<file path="config.mk">
export PLATFORM = sky130hd
export DESIGN_NAME = swclk_rate_div
export DESIGN_NICKNAME = d
export VERILOG_FILES = /design/src/rtl/swclk_rate_pkg.sv /design/src/rtl/swclk_div_round.sv /design/src/rtl/swclk_phase_gen.sv /design/src/rtl/swclk_rate_ctrl.sv /design/src/rtl/swclk_rate_div.sv
export SDC_FILE = /design/constraint.sdc
export NUM_CORES = 1
export LEC_CHECK = 0
export ABC_CLOCK_PERIOD_IN_PS = 2900
export BUFFER_PORTS_ARGS = -buffer_cell sky130_fd_sc_hd__buf_4
export CAP_MARGIN = 20
export CORE_AREA = 2 2 79 58
export DETAILED_ROUTE_END_ITERATION = 10
export DIE_AREA = 0 0 81 60
export PLACE_DENSITY = 0.82
export SYNTH_ARGS = -nofsm -noshare
export SYNTH_HDL_FRONTEND = slang
export SYNTH_SLANG_ARGS = --single-unit
export TNS_END_PERCENT = 100
</file>
<file path="constraint.sdc">
create_clock -name clk -period 2.9 [get_ports clk]
set_input_delay 0.145 -clock clk [delete_from_list [all_inputs] [get_ports clk]]
set_output_delay 0.145 -clock clk [all_outputs]
set_load 0.05 [all_outputs]
</file>
<file path="src/rtl/swclk_rate_pkg.sv">
package swclk_rate_pkg;

    typedef enum logic {
        PH_LOW,
        PH_HIGH
    } phase_e;

    typedef enum logic [1:0] {
        RQ_IDLE,
        RQ_SLOW,
        RQ_HOLD
    } rq_state_e;

endpackage

</file>
<file path="src/rtl/swclk_div_round.sv">
module swclk_div_round #(
    parameter int DIV_W   = 8,
    parameter int DIV_MIN = 2,
    parameter int DIV_MAX = 64
) (
    input  logic [DIV_W-1:0] raw_div,
    output logic [DIV_W-1:0] fit_div
);
    localparam logic [DIV_W-1:0] MIN_V = DIV_W'(DIV_MIN);
    localparam logic [DIV_W-1:0] MAX_V = DIV_W'(DIV_MAX);

    // Legal divisors are even; an odd one moves up (slower), never down.
    always_comb begin
        if (raw_div < MIN_V) begin
            fit_div = MIN_V;
        end else if (raw_div > MAX_V) begin
            fit_div = MAX_V;
        end else if (raw_div[0]) begin
            fit_div = raw_div + DIV_W'(1);
        end else begin
            fit_div = raw_div;
        end
    end
endmodule

</file>
<file path="src/rtl/swclk_phase_gen.sv">
module swclk_phase_gen
    import swclk_rate_pkg::*;
#(
    parameter int DIV_W = 8
) (
    input  logic             clk,
    input  logic             rst_n,
    input  logic [DIV_W-1:0] div,
    output logic             swclk,
    output logic             sw_rise,
    output logic             sw_fall,
    output logic             period_end
);
    localparam int HW = DIV_W - 1;

    phase_e        state_q, state_d;
    logic [HW-1:0] cnt_q, cnt_d;
    logic          edge_q, edge_d;
    logic [HW-1:0] half;
    logic          last;

    assign half = div[DIV_W-1:1];
    assign last = (cnt_q == half - HW'(1));

    // Next-state logic
    always_comb begin
        state_d = state_q;
        cnt_d   = cnt_q + HW'(1);
        edge_d  = 1'b0;
        unique case (state_q)
            PH_LOW: begin
                if (last) begin
                    state_d = PH_HIGH;
                    cnt_d   = '0;
                    edge_d  = 1'b1;
                end
            end
            PH_HIGH: begin
                if (last) begin
                    state_d = PH_LOW;
                    cnt_d   = '0;
                    edge_d  = 1'b1;
                end
            end
            default: begin
                state_d = PH_LOW;
                cnt_d   = '0;
            end
        endcase
    end

    // State register
    always_ff @(posedge clk) begin
        if (!rst_n) begin
            state_q <= PH_LOW;
            cnt_q   <= '0;
            edge_q  <= 1'b0;
        end else begin
            state_q <= state_d;
            cnt_q   <= cnt_d;
            edge_q  <= edge_d;
        end
    end

    // Outputs
    always_comb begin
        swclk      = (state_q == PH_HIGH);
        sw_rise    = edge_q && (state_q == PH_HIGH);
        sw_fall    = edge_q && (state_q == PH_LOW);
        period_end = (state_q == PH_HIGH) && last;
    end
endmodule

</file>
<file path="src/rtl/swclk_rate_ctrl.sv">
module swclk_rate_ctrl
    import swclk_rate_pkg::*;
#(
    parameter int DIV_W   = 8,
    parameter int RST_DIV = 16
) (
    input  logic             clk,
    input  logic             rst_n,
    input  logic             req_valid,
    input  logic             req_query,
    input  logic [DIV_W-1:0] fit_div,
    input  logic             txn_pending,
    input  logic             period_end,
    output logic [DIV_W-1:0] cur_div,
    output logic             rate_held,
    output logic             rsp_valid,
    output logic [DIV_W-1:0] rsp_div
);
    rq_state_e        st_q, st_d;
    logic [DIV_W-1:0] stg_q, stg_d;
    logic [DIV_W-1:0] cur_q;
    logic             load;
    logic             set_req;

    assign set_req = req_valid && !req_query;

    // Next-state logic; a fresh request wins over a load in the same cycle.
    always_comb begin
        st_d  = st_q;
        stg_d = stg_q;
        load  = 1'b0;
        if (set_req) begin
            stg_d = fit_div;
            if (fit_div < cur_q) begin
                st_d = RQ_HOLD;
            end else if (fit_div > cur_q) begin
                st_d = RQ_SLOW;
            end else begin
                st_d = RQ_IDLE;
            end
        end else begin
            unique case (st_q)
                RQ_IDLE: begin
                    st_d = RQ_IDLE;
                end
                RQ_SLOW: begin
                    if (period_end) begin
                        load = 1'b1;
                        st_d = RQ_IDLE;
                    end
                end
                RQ_HOLD: begin
                    if (period_end && !txn_pending) begin
                        load = 1'b1;
                        st_d = RQ_IDLE;
                    end
                end
                default: begin
                    st_d = RQ_IDLE;
                end
            endcase
        end
    end

    // State register
    always_ff @(posedge clk) begin
        if (!rst_n) begin
            st_q      <= RQ_IDLE;
            stg_q     <= DIV_W'(RST_DIV);
            cur_q     <= DIV_W'(RST_DIV);
            rsp_valid <= 1'b0;
            rsp_div   <= '0;
        end else begin
            st_q      <= st_d;
            stg_q     <= stg_d;
            if (load) begin
                cur_q <= stg_q;
            end
            rsp_valid <= req_valid;
            if (req_valid) begin
                rsp_div <= req_query ? cur_q : fit_div;
            end
        end
    end

    // Outputs
    always_comb begin
        cur_div   = cur_q;
        rate_held = (st_q == RQ_HOLD);
    end
endmodule

</file>
<file path="src/rtl/swclk_rate_div.sv">
module swclk_rate_div #(
    parameter int DIV_W   = 8,
    parameter int DIV_MIN = 2,
    parameter int DIV_MAX = 64,
    parameter int RST_DIV = 16
) (
    input  logic             clk,
    input  logic             rst_n,
    input  logic             req_valid,
    input  logic             req_query,
    input  logic [DIV_W-1:0] req_div,
    input  logic             txn_pending,
    output logic             swclk,
    output logic             sw_rise,
    output logic             sw_fall,
    output logic [DIV_W-1:0] cur_div,
    output logic             rsp_valid,
    output logic [DIV_W-1:0] rsp_div,
    output logic             rate_held
);
    logic [DIV_W-1:0] fit_div;
    logic             period_end;

    swclk_div_round #(
        .DIV_W  (DIV_W),
        .DIV_MIN(DIV_MIN),
        .DIV_MAX(DIV_MAX)
    ) u_round (
        .raw_div(req_div),
        .fit_div(fit_div)
    );

    swclk_rate_ctrl #(
        .DIV_W  (DIV_W),
        .RST_DIV(RST_DIV)
    ) u_ctrl (
        .clk        (clk),
        .rst_n      (rst_n),
        .req_valid  (req_valid),
        .req_query  (req_query),
        .fit_div    (fit_div),
        .txn_pending(txn_pending),
        .period_end (period_end),
        .cur_div    (cur_div),
        .rate_held  (rate_held),
        .rsp_valid  (rsp_valid),
        .rsp_div    (rsp_div)
    );

    swclk_phase_gen #(
        .DIV_W(DIV_W)
    ) u_phase (
        .clk       (clk),
        .rst_n     (rst_n),
        .div       (cur_div),
        .swclk     (swclk),
        .sw_rise   (sw_rise),
        .sw_fall   (sw_fall),
        .period_end(period_end)
    );
endmodule

</file>
==> out/metrics.yaml, run 1 <==
global_route:
  grt_pass1_vias: 1503
  antenna_found_initial: 0
  grt_pass1_wl_mm: 7.141
  grt_max_degree: 35
  grt_overflow: 0
  grt_usage_pct: 19.94
status:
  status: "completed"
worst_setup_path:
  r2r_cells: 10
  cp.buffers_inverters: 1
  cp_common_cell: "ha_1"
  cp_slowest_stage_delay_ps: 400
  worstReg2RegEnd: "u_ctrl.cur_div[4]"
  timing.rr.start: "u_ctrl.cur_div[1]"
  ff2ff_setup_slack_ps: 300
  timing_worst_setup_path_type: "flop to flop"
  crit_path_end_kind: "flop"
  crit_chain: "inv_1 > ha_1 > o21ba_2 > a221oi_1 > o2111ai_1 > a21oi_2 > ha_1 > o2111ai_2 > o21ai_0 > nand2_1"
  cp_data_required_time_ps: 3080
  path_delay_family: "compound AO/OA/AOI/OAI gates"
  critPathLaunch: "u_ctrl.cur_div[1]"
  cp_data_arrival_time_ps: 2780
  start_kind: "flop"
  path_max_fanout: 9
  crit_slowest_cell: "dfxtp_4"
yosys:
  syn_avg_cell_area_um2: 8.494
  synth_seq_cells: 33
  ys_types: 51
  synth.largest_area_cell: "dfxtp_1"
  ys_top_cells_by_area: "dfxtp_1, ha_1, nand2_1"
  synthArstFlopShare_pct: 0
  synth_top_area_share_pct: 33.52
  synth-edff-count: 0
  yosysWarnings: 0
  synth_area_um2: 1971
  ys_seq_area_share_pct: 33.52
  synth_cells: 232
  dominantRegCellSynth: "dfxtp_1"
detailed_routing:
  antenna_left: 0
  route.detailed.drc: 0
  first_iter_violations: 66
  wl_met2_mm: 1.857
  dr_total_vias: 1700
  viasPerCell: 5.329
  dr.max_layer_used: "met4"
  first_pass_iters: 4
  met3_length_um: 243
  routedWlPerCell_um: 13.65
  drt_wl_total_mm: 4.353
  wl_met1_mm: 2.185
floorplanning:
  ios: 34
  die-height_um: 60
  start_util_pct: 47.44
  rows: 20
  core_um2: 4154
  die_area_um2: 4860
  die_w_um: 81
final_layout:
  fin_cells: 319
  nFillCells: 397
  drive_above_1_share_pct: 19.32
  diodes: 0
  final_common_cell: "buf_4"
  area_delta_synth_final_pct: 19.37
  final_cell_mix: "buf_4, dfxtp_1, nand2_1"
  nets: 290
sta:
  final-max-slew-violation-count: 0
  period_needed_ps: 2602
  rsz0062_at_grt: "no"
  report.final.hold_viol_count: 0
  finalSetupViolCount: 0
  slew-limit-headroom_pct: 61.12
  fmax_mhz: 384.2
  worstMarginPinSlew_ps: 583.2
  tns_ps: 0
  period_share_pct: 89.74
  finalClockSkew_ps: 4.984
placement:
  numPortBuffers: 31
  hpwl_mm: 3.224
  place.gp.congestion: 0.8006
  post-place-cells: 311
power_and_ir_drop:
  vdd_drop_max_mv: 0.3124
  power.density_nw_per_um2: 426.6
  p_leak_nw: 1.093
clock_tree:
  ctsHoldBuffers: 0
  clk_path_buf_depth: 2
  root_buffer: "clkbuf_8"
  cts_resized: 0
  cts_tree: "yes"
  post_cts_buffers: 0
  cts.clk_slew.worst_paths_ps: 70
  numCtsBuffers: 5
  clk_latency_ps: 300
  htree_levels: 2
  clkSinkCount: 33
worst_hold_path:
  hp-start: "req_valid"
  hold_path_end: "u_ctrl.rsp_div[2]"
  hold_depth: 2
  hold_path_class: "primary input to flop"
flow_run:
  drv_cap: 0
registers in the layout, indices dropped and copies added, names as in the netlist:
signal	count
u_ctrl.stg_q	7
u_phase.edge_q	1
u_ctrl.st_q	2
u_phase.swclk	1
u_ctrl.cur_div	7
u_phase.cnt_q	7
u_ctrl.rsp_div	7
u_ctrl.rsp_valid	1
cells in the mapped netlist (2+ instances only):
cell,instances
and3_1,5
and2_1,7
nor3b_1,2
mux2i_1,8
nand2_1,25
nand2b_1,5
or3_1,2
nor2_1,14
nor2b_1,12
buf_4,2
a31oi_1,4
nand3_1,9
xor2_1,8
clkbuf_1,9
nor3_1,3
inv_1,14
o211ai_1,2
a21boi_0,4
a21oi_1,3
dfxtp_1,33
ha_1,14
o21ai_0,12
xnor2_1,7
per-stage QoR:
stage / worst slack, ps / power (W) / hold WS, ps / util (%) / instance area, µm²
finish: 297.5 / 0.001004 / 157.4 / 56.63 / 2352
global route: 75.04 / 0.001047 / 168.2 / 56.63 / 2352
CTS: 299.5 / 0.001010 / 151.0 / 56.63 / 2352
detailed placement: 225.5 / 0.0006222 / 463.3 / 54.19 / 2251
global placement: 243.8 / 0.0006198 / 454.3 / 54.19 / 2251
floorplan: 62.13 / 0.0005765 / 296.0 / - / 1984
final cells by class:
| type | instances | area (µm²) | area share, % |
|---|---|---|---|
| Sequential cell | 33 | 665.6 | 28.30 |
| Inverter | 14 | 52.55 | 2.234 |
| Timing Repair Buffer | 33 | 247.7 | 10.53 |
| Clock buffer | 7 | 96.34 | 4.096 |
| Multi-Input combinational cell | 176 | 1216 | 51.70 |
| Tap cell | 55 | 68.82 | 2.926 |
| Clock inverter | 1 | 5.005 | 0.2128 |
layer usage:
| layer | vias up | global-route usage (%) |
|---|---|---|
| met3 | 5 | 7.402 |
| met4 | 0 | 6.538 |
| met1 | 794 | 27.80 |
| met5 | - | 0 |
| met2 | 43 | 28.45 |
| li1 | 858 | - |
how the worst max path moves through the flow:
stage / cells past startpoint / endpoint
final: 10 / u_ctrl.cur_div[4]
after global routing: 10 / u_ctrl.cur_div[4]
after CTS: 10 / u_ctrl.cur_div[4]
after detailed placement: 10 / u_ctrl.st_q[0]
after global placement: 10 / u_ctrl.st_q[0]
after floorplan: 12 / u_ctrl.cur_div[4]
logic make-up after synthesis:
family	Yosys count	share of synthesized area (%)
XOR/XNOR	16	7.810
buffers and inverters	25	5.142
multiplexers	9	4.635
flip-flops	33	33.52
other	1	0.1903
AO/OA/AOI/OAI	41	14.86
adder cells (fa/ha/maj)	14	8.889
AND/OR/NAND/NOR	93	24.95
where the power goes:
part	total [W]	leakage [nW]	switching [W]	internal, W
sequential	0.000477	0.270	0.0000115	0.000466
combinational	0.000137	0.769	0.0000841	0.0000525
clock	0.000390	0.0542	0.000175	0.000214
Note: power is estimated with default switching activity, not from simulation.
==> run 2, diff against run 1 <==
==> constraint.sdc (replaced) <==
create_clock -name clk -period 2.9 [get_ports clk]
set_input_delay 0.58 -clock clk [delete_from_list [all_inputs] [get_ports clk]]
set_output_delay 0.58 -clock clk [all_outputs]
set_load 0.05 [all_outputs]
==> run 2 against run 1 <==
Compared with the run above:
- maximum frequency is 4.4% lower
- cell count is 0.31% higher
- global-route usage hardly changed
- count of clock-buffer cells in the layout stayed put
- first-iteration DRC count is 56% higher
- via count is 0.88% higher
- design area is 0.96% higher
- worst setup slack worse by 120 ps
- power is 5.2% higher
- sequential share of layout area is 0.27 points lower
- critical path type unchanged
- critical endpoint unchanged
==> out/metrics.yaml, run 2 (synthesis results as in run 1) <==
final_layout:
  stdcell_area_um2: 2375
  diodes: 0
  final_cell_mix: "buf_4, dfxtp_1, nand2_1"
  final_common_cell: "buf_4"
  drive_above_1_share_pct: 19.25
  nets: 291
  area_delta_synth_final_pct: 20.51
power_and_ir_drop:
  vdd_drop_max_mv: 0.2541
  p_sw_w: 0.0002574
  sw_frac_of_total_pct: 24.38
  power.density_nw_per_um2: 444.7
  pwr-share-clk_pct: 41.9
  sequentialPowerShare_pct: 45.1
  pwr-share-comb_pct: 13.0
  total_power_w: 0.001056
  p_leak_nw: 1.102
  internal_power_w: 0.0007986
clock_tree:
  cts.clk_slew.worst_paths_ps: 60
  numCtsBuffers: 5
  cts_resized: 0
  cts_tree: "yes"
  ctsHoldBuffers: 0
  clk_latency_ps: 280
  clkSinkCount: 33
  root_buffer: "clkbuf_8"
  clk_path_buf_depth: 2
  post_cts_buffers: 0
  htree_levels: 2
global_route:
  grt_pass1_wl_mm: 7.334
  antenna_found_initial: 0
  grt_usage_pct: 19.98
  grt_overflow: 0
  grt_max_degree: 35
  grt_pass1_vias: 1583
sta:
  period_share_pct: 93.88
  final-max-slew-violation-count: 0
  worstMarginPinSlew_ps: 656.8
  rsz0062_at_grt: "no"
  period_needed_ps: 2722
  report.final.hold_viol_count: 0
  finalSetupViolCount: 0
  tns_ps: 0
  finalWorstSetupSlack_ps: 177.6
  finalClockSkew_ps: 7.509
  fmax_mhz: 367.3
  slew-limit-headroom_pct: 56.21
detailed_routing:
  first_iter_violations: 103
  viasPerCell: 5.359
  antenna_left: 0
  drt_wl_total_mm: 4.373
  dr_total_vias: 1715
  routedWlPerCell_um: 13.67
  first_pass_iters: 5
  route.detailed.drc: 0
flow_run:
  drv_cap: 0
worst_setup_path:
  path_max_fanout: 9
  cp_data_arrival_time_ps: 2890
  cp_common_cell: "ha_1"
  crit_slowest_cell: "dfxtp_4"
  start_kind: "flop"
  crit_chain: "inv_1 > ha_1 > o21ba_2 > a221oi_1 > o2111ai_1 > a21oi_2 > ha_1 > o2111ai_2 > o21ai_0 > nand2_1"
  timing.rr.start: "u_ctrl.cur_div[1]"
  cp_data_required_time_ps: 3060
  crit_path_end_kind: "flop"
  cp_slowest_stage_delay_ps: 410
  timing_worst_setup_path_type: "flop to flop"
  critPathLaunch: "u_ctrl.cur_div[1]"
floorplanning:
  die-height_um: 60
  die_w_um: 81
  ios: 34
  start_util_pct: 47.44
  rows: 20
  die_area_um2: 4860
  core_um2: 4154
placement:
  place.gp.congestion: 0.9188
  numPortBuffers: 31
  dp_slack_ps: 18.54
  hpwl_mm: 3.176
  placed_cell_area_um2: 2258
worst_hold_path:
  hold_path_class: "flop to flop"
  hp-start: "u_ctrl.stg_q[2]"
status:
  status: "completed"
run 2: cell count changes in the layout (fill, tap and decap cells not counted):
cell,previous run,this run
clkbuf_1,0,1
clkbuf_8,7,6
buf_4,33,34
clkinv_2,1,0
bufinv_16,0,1
run 2: final cells by class:
class | count | area [µm²]
well taps | 55 | 68.82
multi-input cells | 176 | 1216
flip-flops and latches | 33 | 665.6
repair buffers | 34 | 255.2
clock inverters | 1 | 30.03
fillers | 385 | 1779
inverters | 14 | 52.55
clock buffers | 7 | 86.33
run 2: power groups by stage:
stage | Clock [W] | Combinational (W) | Sequential, W
floorplan | 0 | 0.0000737 | 0.000503
global placement | 0 | 0.000133 | 0.000486
detailed placement | 0 | 0.000135 | 0.000486
CTS | 0.000453 | 0.000136 | 0.000476
global route | 0.000470 | 0.000150 | 0.000478
finish | 0.000443 | 0.000137 | 0.000477
run 2: worst max-delay path: cells and delay by family (launching register included):
kind / cells / cell delay, ps
adder cells (fa/ha/maj): 2 / 510
AO/OA/AOI/OAI: 6 / 1540
AND/OR/NAND/NOR: 1 / 70
flip-flops: 1 / 410
buffers and inverters: 1 / 70
run 2: path summary, 6_finish.rpt:
path | to | slack [ps] | cells past startpoint
max | u_ctrl.cur_div[4] | 180 | 10
min | u_ctrl.stg_q[2] | 460 | 2
max reg2reg | u_ctrl.cur_div[4] | 180 | 10
min reg2reg | u_ctrl.stg_q[2] | 460 | 2
run 2: per-layer routing:
metal | share of wire, % | GRT usage [%] | up-vias | wire (µm)
li1 | - | - | 860 | -
met1 | 51 | 27.60 | 815 | 2240
met2 | 43 | 31.76 | 35 | 1899
met3 | 4.6 | 4.985 | 5 | 200
met4 | 0.75 | 4.358 | 0 | 33
met5 | 0 | 0 | - | 0
run 2: through the flow:
step	instances	hold slack (ps)	utilization, %
CTS	320	465.4	57.17
global route	320	492.4	57.17
finish	320	465.0	57.17
floorplan	234	442.8	-
detailed placement	312	456.7	54.37
global placement	312	451.1	54.37
